==> config.mk <==
export PLATFORM = sky130hd
export DESIGN_NAME = cal_rtc
export DESIGN_NICKNAME = d
export VERILOG_FILES = /design/src/rtl/rtc_pkg.sv /design/src/rtl/rtc_prescaler.sv /design/src/rtl/rtc_calendar.sv /design/src/rtl/rtc_regbus.sv /design/src/rtl/cal_rtc.sv
export SDC_FILE = /design/constraint.sdc
export NUM_CORES = 1
export LEC_CHECK = 0
export ABC_AREA = 1
export BUFFER_PORTS_ARGS = -buffer_cell sky130_fd_sc_hd__buf_2
export CELL_PAD_IN_SITES_DETAIL_PLACEMENT = 1
export CELL_PAD_IN_SITES_GLOBAL_PLACEMENT = 2
export CORE_ASPECT_RATIO = 1.75
export CORE_MARGIN = 2
export CORE_UTILIZATION = 35
export CTS_BUF_LIST = sky130_fd_sc_hd__clkbuf_4
export CTS_CLUSTER_SIZE = 20
export DETAILED_ROUTE_END_ITERATION = 8
export PLACE_DENSITY = 0.88
export SLEW_MARGIN = 30
export SYNTH_ARGS = -nofsm -noshare
export SYNTH_HDL_FRONTEND = slang
export SYNTH_SLANG_ARGS = --single-unit
==> constraint.sdc <==
create_clock -name clk -period 2.8 [get_ports clk]
set_input_delay 0.14 -clock clk [delete_from_list [all_inputs] [get_ports clk]]
set_output_delay 0.14 -clock clk [all_outputs]
set_load 0.01 [all_outputs]
==> src/rtl/rtc_pkg.sv <==
package rtc_pkg;

  localparam int ADDR_W = 4;
  localparam int DATA_W = 8;

  localparam logic [ADDR_W-1:0] ADR_SEC    = 4'd0;
  localparam logic [ADDR_W-1:0] ADR_MIN    = 4'd1;
  localparam logic [ADDR_W-1:0] ADR_HR     = 4'd2;
  localparam logic [ADDR_W-1:0] ADR_DOW    = 4'd3;
  localparam logic [ADDR_W-1:0] ADR_DATE   = 4'd4;
  localparam logic [ADDR_W-1:0] ADR_MON    = 4'd5;
  localparam logic [ADDR_W-1:0] ADR_YR     = 4'd6;
  localparam logic [ADDR_W-1:0] ADR_CTRL   = 4'd7;
  localparam logic [ADDR_W-1:0] ADR_UNLOCK = 4'd8;

  typedef struct packed {
    logic [7:0] yr;
    logic [3:0] mon;
    logic [4:0] date;
    logic [2:0] dow;
    logic [4:0] hr;
    logic [5:0] min;
    logic [5:0] sec;
  } rtc_time_t;

  localparam rtc_time_t TIME_RESET = '{yr: 8'd0, mon: 4'd1, date: 5'd1,
                                       dow: 3'd1, hr: 5'd0, min: 6'd0,
                                       sec: 6'd0};

  function automatic logic [4:0] month_days(input logic [3:0] mon,
                                            input logic [7:0] yr);
    logic [4:0] d;
    case (mon)
      4'd2:                      d = (yr[1:0] == 2'b00) ? 5'd29 : 5'd28;
      4'd4, 4'd6, 4'd9, 4'd11:   d = 5'd30;
      default:                   d = 5'd31;
    endcase
    return d;
  endfunction

endpackage

==> src/rtl/rtc_prescaler.sv <==
module rtc_prescaler #(
  parameter int TICK_DIV = 32768
) (
  input  logic clk,
  input  logic rst,
  input  logic restart,
  output logic tick,
  output logic at_start
);

  generate
    if (TICK_DIV > 1) begin : g_div
      localparam int CW = $clog2(TICK_DIV);
      localparam logic [CW-1:0] LAST = CW'(TICK_DIV - 1);
      logic [CW-1:0] cnt_q;

      always_ff @(posedge clk) begin
        if (rst || restart) begin
          cnt_q <= '0;
        end else if (cnt_q == LAST) begin
          cnt_q <= '0;
        end else begin
          cnt_q <= cnt_q + 1'b1;
        end
      end

      assign tick     = (cnt_q == LAST) && !restart;
      assign at_start = (cnt_q == '0);
    end else begin : g_pass
      assign tick     = !restart;
      assign at_start = 1'b1;
    end
  endgenerate

endmodule

==> src/rtl/rtc_calendar.sv <==
module rtc_calendar
  import rtc_pkg::*;
(
  input  logic       clk,
  input  logic       rst,
  input  logic       tick,
  input  logic       wr_en,
  input  logic [2:0] wr_sel,
  input  logic [7:0] wr_data,
  output rtc_time_t  now_q
);

  rtc_time_t nxt;
  logic      end_of_month;

  assign end_of_month = (now_q.date >= month_days(now_q.mon, now_q.yr));

  always_comb begin
    nxt = now_q;
    if (now_q.sec >= 6'd59) begin
      nxt.sec = 6'd0;
      if (now_q.min >= 6'd59) begin
        nxt.min = 6'd0;
        if (now_q.hr >= 5'd23) begin
          nxt.hr  = 5'd0;
          nxt.dow = (now_q.dow >= 3'd7) ? 3'd1 : now_q.dow + 3'd1;
          if (end_of_month) begin
            nxt.date = 5'd1;
            if (now_q.mon >= 4'd12) begin
              nxt.mon = 4'd1;
              nxt.yr  = (now_q.yr >= 8'd99) ? 8'd0 : now_q.yr + 8'd1;
            end else begin
              nxt.mon = now_q.mon + 4'd1;
            end
          end else begin
            nxt.date = now_q.date + 5'd1;
          end
        end else begin
          nxt.hr = now_q.hr + 5'd1;
        end
      end else begin
        nxt.min = now_q.min + 6'd1;
      end
    end else begin
      nxt.sec = now_q.sec + 6'd1;
    end
  end

  always_ff @(posedge clk) begin
    if (rst) begin
      now_q <= TIME_RESET;
    end else if (wr_en) begin
      case (wr_sel)
        3'd0:    now_q.sec  <= wr_data[5:0];
        3'd1:    now_q.min  <= wr_data[5:0];
        3'd2:    now_q.hr   <= wr_data[4:0];
        3'd3:    now_q.dow  <= wr_data[2:0];
        3'd4:    now_q.date <= wr_data[4:0];
        3'd5:    now_q.mon  <= wr_data[3:0];
        default: now_q.yr   <= wr_data;
      endcase
    end else if (tick) begin
      now_q <= nxt;
    end
  end

endmodule

==> src/rtl/rtc_regbus.sv <==
module rtc_regbus
  import rtc_pkg::*;
(
  input  logic              clk,
  input  logic              rst,
  input  logic              bus_en,
  input  logic              bus_wr,
  input  logic [ADDR_W-1:0] bus_addr,
  input  logic [DATA_W-1:0] bus_wdata,
  input  rtc_time_t         now,
  output logic              wr_en,
  output logic [2:0]        wr_sel,
  output logic [7:0]        wr_data,
  output logic              restart,
  output logic              armed_q,
  output logic [DATA_W-1:0] rdata_q
);

  logic              is_time;
  logic              do_write;
  logic [DATA_W-1:0] rd_val;

  assign is_time  = (bus_addr <= ADR_YR);
  assign do_write = bus_en && bus_wr;
  assign wr_en    = do_write && is_time && armed_q;
  assign wr_sel   = bus_addr[2:0];
  assign wr_data  = bus_wdata;
  assign restart  = (do_write && (bus_addr == ADR_CTRL) && bus_wdata[0]) ||
                    (wr_en && (bus_addr == ADR_SEC));

  always_ff @(posedge clk) begin
    if (rst) begin
      armed_q <= 1'b0;
    end else if (bus_en) begin
      armed_q <= bus_wr && (bus_addr == ADR_UNLOCK);
    end
  end

  always_comb begin
    rd_val = '0;
    case (bus_addr)
      ADR_SEC:  rd_val = DATA_W'(now.sec);
      ADR_MIN:  rd_val = DATA_W'(now.min);
      ADR_HR:   rd_val = DATA_W'(now.hr);
      ADR_DOW:  rd_val = DATA_W'(now.dow);
      ADR_DATE: rd_val = DATA_W'(now.date);
      ADR_MON:  rd_val = DATA_W'(now.mon);
      ADR_YR:   rd_val = DATA_W'(now.yr);
      default:  rd_val = '0;
    endcase
  end

  always_ff @(posedge clk) begin
    if (rst) begin
      rdata_q <= '0;
    end else if (bus_en && !bus_wr) begin
      rdata_q <= rd_val;
    end
  end

endmodule

==> src/rtl/cal_rtc.sv <==
module cal_rtc
  import rtc_pkg::*;
#(
  parameter int TICK_DIV = 32768
) (
  input  logic              clk,
  input  logic              rst,
  input  logic              bus_en,
  input  logic              bus_wr,
  input  logic [ADDR_W-1:0] bus_addr,
  input  logic [DATA_W-1:0] bus_wdata,
  output logic [DATA_W-1:0] bus_rdata
);

  rtc_time_t  now_q;
  logic       tick;
  logic       presc_at_start;
  logic       wr_acc;
  logic [2:0] wr_sel;
  logic [7:0] wr_data;
  logic       restart;
  logic       armed;

  rtc_regbus u_bus (
    .clk       (clk),
    .rst       (rst),
    .bus_en    (bus_en),
    .bus_wr    (bus_wr),
    .bus_addr  (bus_addr),
    .bus_wdata (bus_wdata),
    .now       (now_q),
    .wr_en     (wr_acc),
    .wr_sel    (wr_sel),
    .wr_data   (wr_data),
    .restart   (restart),
    .armed_q   (armed),
    .rdata_q   (bus_rdata)
  );

  rtc_prescaler #(.TICK_DIV(TICK_DIV)) u_presc (
    .clk      (clk),
    .rst      (rst),
    .restart  (restart),
    .tick     (tick),
    .at_start (presc_at_start)
  );

  rtc_calendar u_cal (
    .clk     (clk),
    .rst     (rst),
    .tick    (tick),
    .wr_en   (wr_acc),
    .wr_sel  (wr_sel),
    .wr_data (wr_data),
    .now_q   (now_q)
  );

endmodule

==> results.txt <==
DR WL/cell = 16.58 um
Die X = 84.19 um
Max Cap Violations = 0
final max-slew violation count = 0
PwrDens = 386.5 nW/um2
PostCTS Resize Cnt = 0
area of the die = 12,150 um2
status = completed
routability cong. = 0.8283
Core Region = 11,040 um2
footprint of the multi-input gates = 2327 um2
synth unique cells = 37
hold_ws = 46.23 ps
dpl hpwl = 9.858 mm
Worst Path Required = 3170 ps
clock sink count = 61
Worst Setup End Kind = flop
number of synthesized register bits = 61
Final Setup Violations = 0
hold path start = bus_en
CP startpoint = u_cal.now_q[25]$_SDFFE_PP1P_
Total GRT Usage = 21.76%
initial antenna violation count = 1
clock buffer count from CTS = 9
maximum vdd drop = 0.0002053 V
first-pass GRT wire length = 20.40 mm
clk_skew = 15.22 ps
Clock Tree Buf Depth = 2
Min-Delay Path Class = in2reg
Final Hold Viols = 0
Post-Syn Area per Cell = 6.489 um2
post-DR vias/cell = 5.147
WL final = 12.75 mm
Clock transition at path regs = 100 ps
post-route insts no fill = 769
Vias = 3,958
die height = 144.3 um
fin crit period = 2404 ps
commonest non-fill, non-tap cell in the layout = nand2_1
total power = 1660 uW
warnings from Yosys = 0
CTS H-tree depth = 3
router iterations before antenna repair = 4
Starting DRT DRC Count = 134
number of buffers added for setup after CTS = 0
largest net degree at the start of global routing = 31
DRC viols = 0
io pins = 24
Clk Latency, worst-skew pair = 450 ps
fillers = 1,498
Leak = 0.001955 uW
register area share after synthesis = 31.00%
relative slew slack = 49.88%
Core Util, Final = 38.91%
I/O Buffers = 23
reg2reg start = u_cal.now_q[25]$_SDFFE_PP1P_
Mapped Cells = 607
num rows = 51
hold_buf cts = 0
most frequent cells in the layout = nand2_1 (155), nor2_1 (100), inv_1 (69)
Reg area = 1221 um2
CTS root buffer = clkbuf_4
crit path launch type = flop
TNS Setup = 0 ps
placed cells = 753
Routed Antenna Nets = 0
Nets = 663
layout cells sized above 1 = 12.11%
Max Freq = 0.4159 GHz
Setup CP Type = reg2reg
Starting Density = 35.68%
WP data arrival = 2780 ps
vias in the first global route = 4,209
syn nets = 638
RSZ-0062 raised after global routing = false
Slew @ Worst Pin = 749.1 ps
Area Growth Syn to Fin = 9.053%
crit share post-route = 85.87%
TritonCTS clock tree = done
critical path peak fanout = 14
Synth Cell Area = 3939 um2
GRT overflow = 0
==> cell families (layout without fill, tap and decap cells) <==
group,Yosys count,count (layout),share of synthesized area (%)
and+or+nand+nor,338,338,38.12
DFF,61,61,31.00
adders and majority gates,15,15,4.765
xor gates and xnor gates,22,22,4.892
other,0,1,0
buffers and inverters,88,117,9.911
AOI/OAI and AO/OA,83,83,11.31
==> synth_stat cells <==
| cell type | count | area [um2] |
|---|---|---|
| nand2_4 | 6 | 67.56 |
| nor3_1 | 7 | 35.03 |
| nand4_1 | 10 | 62.56 |
| nor3b_1 | 3 | 22.52 |
| o21ai_2 | 1 | 8.760 |
| a32oi_1 | 1 | 8.760 |
| nor2_4 | 1 | 11.26 |
| nand3_2 | 3 | 30.03 |
| dfxtp_1 | 61 | 1221 |
| o2111ai_1 | 1 | 8.760 |
| buf_2 | 3 | 15.01 |
| inv_2 | 4 | 15.01 |
| nand2_1 | 155 | 581.8 |
| ha_1 | 15 | 187.7 |
| xor2_1 | 17 | 148.9 |
| a31oi_1 | 1 | 6.260 |
| nor4_1 | 1 | 6.260 |
| clkbuf_1 | 5 | 18.77 |
| a211oi_1 | 1 | 7.510 |
| nor2_1 | 100 | 375.4 |
| inv_4 | 1 | 6.260 |
| nand3_4 | 2 | 35.03 |
| buf_12 | 1 | 20.02 |
| xnor2_1 | 5 | 43.79 |
| nand2_2 | 11 | 68.82 |
| nor2_2 | 6 | 37.54 |
| buf_8 | 2 | 30.03 |
| buf_6 | 1 | 11.26 |
| or2_2 | 2 | 12.51 |
| o21ai_0 | 44 | 220.2 |
| a21oi_1 | 27 | 135.1 |
| nand3_1 | 31 | 155.2 |
| a21o_1 | 1 | 7.510 |
| inv_1 | 69 | 259.0 |
| buf_4 | 2 | 15.01 |
| o221ai_1 | 2 | 17.52 |
| o22ai_1 | 4 | 25.02 |
==> registers in the layout (all words and copies together) (netlist names) <==
name and count:
u_bus.armed_q 1, u_bus.rdata_q 8, u_presc.g_div.cnt_q 15, u_cal.now_q 37
==> worst max-delay path, cell delays in order (launching register included) <==
cell and delay, ps:
dfxtp_1 360, inv_1 130, ha_1 170, nor3b_1 250, a21oi_1 120, ha_1 280
inv_1 30, nand2_1 40, nand2_1 50, nand2_1 50, nand2_1 80, nand2_4 100
nand2_4 60, nor2_4 130, nand3_4 200, nand2_2 110, nand2_1 50, nor2_1 120
==> worst paths after layout <==
| check | to | slack, ps | depth (start not counted) |
|---|---|---|---|
| worst max register to register | u_cal.now_q[33]$_SDFFE_PP0P_ | 400 | 17 |
| worst max-delay path | u_cal.now_q[33]$_SDFFE_PP0P_ | 400 | 17 |
| worst min register to register | u_presc.g_div.cnt_q[0]$_SDFF_PP0_ | 460 | 1 |
| worst min-delay path | u_bus.armed_q$_SDFFE_PP0P_ | 50 | 4 |
==> stage by stage <==
step           cell area, um2  setup slack [ps]
3_3_place_gp             4146             521.1
5_1_grt                  4295             111.5
4_1_cts                  4293             360.5
3_5_place_dp             4146             392.5
6_report                 4295             395.6
2_1_floorplan            3939             666.1
==> power by group <==
part           leakage [uW]  switching (uW)  internal, uW
Clock             0.0000745             354           348
Combinational       0.00139            58.1          23.6
Sequential         0.000492            3.32           873
==> routing by layer <==
| layer | global-route usage (%) | routed length, um | vias up |
|---|---|---|---|
| li1 | - | - | 1981 |
| met1 | 21.15 | 4789 | 1894 |
| met2 | 42.40 | 7105 | 49 |
| met3 | 3.938 | 299 | 34 |
| met4 | 12.05 | 554 | 0 |
| met5 | 0 | 0 | - |
==> final cells by class <==
cell class                      instances  share of cell area (%)
Sequential cell                        61                   28.43
Multi-Input combinational cell        458                   54.18
Antenna cell                            1                 0.05826
Clock inverter                          6                   1.835
Tap cell                              132                   3.845
Inverter                               74                   6.525
Timing Repair Buffer                   28                   3.554
Clock buffer                            9                   1.573
Note: power is estimated with default switching activity, not from simulation.
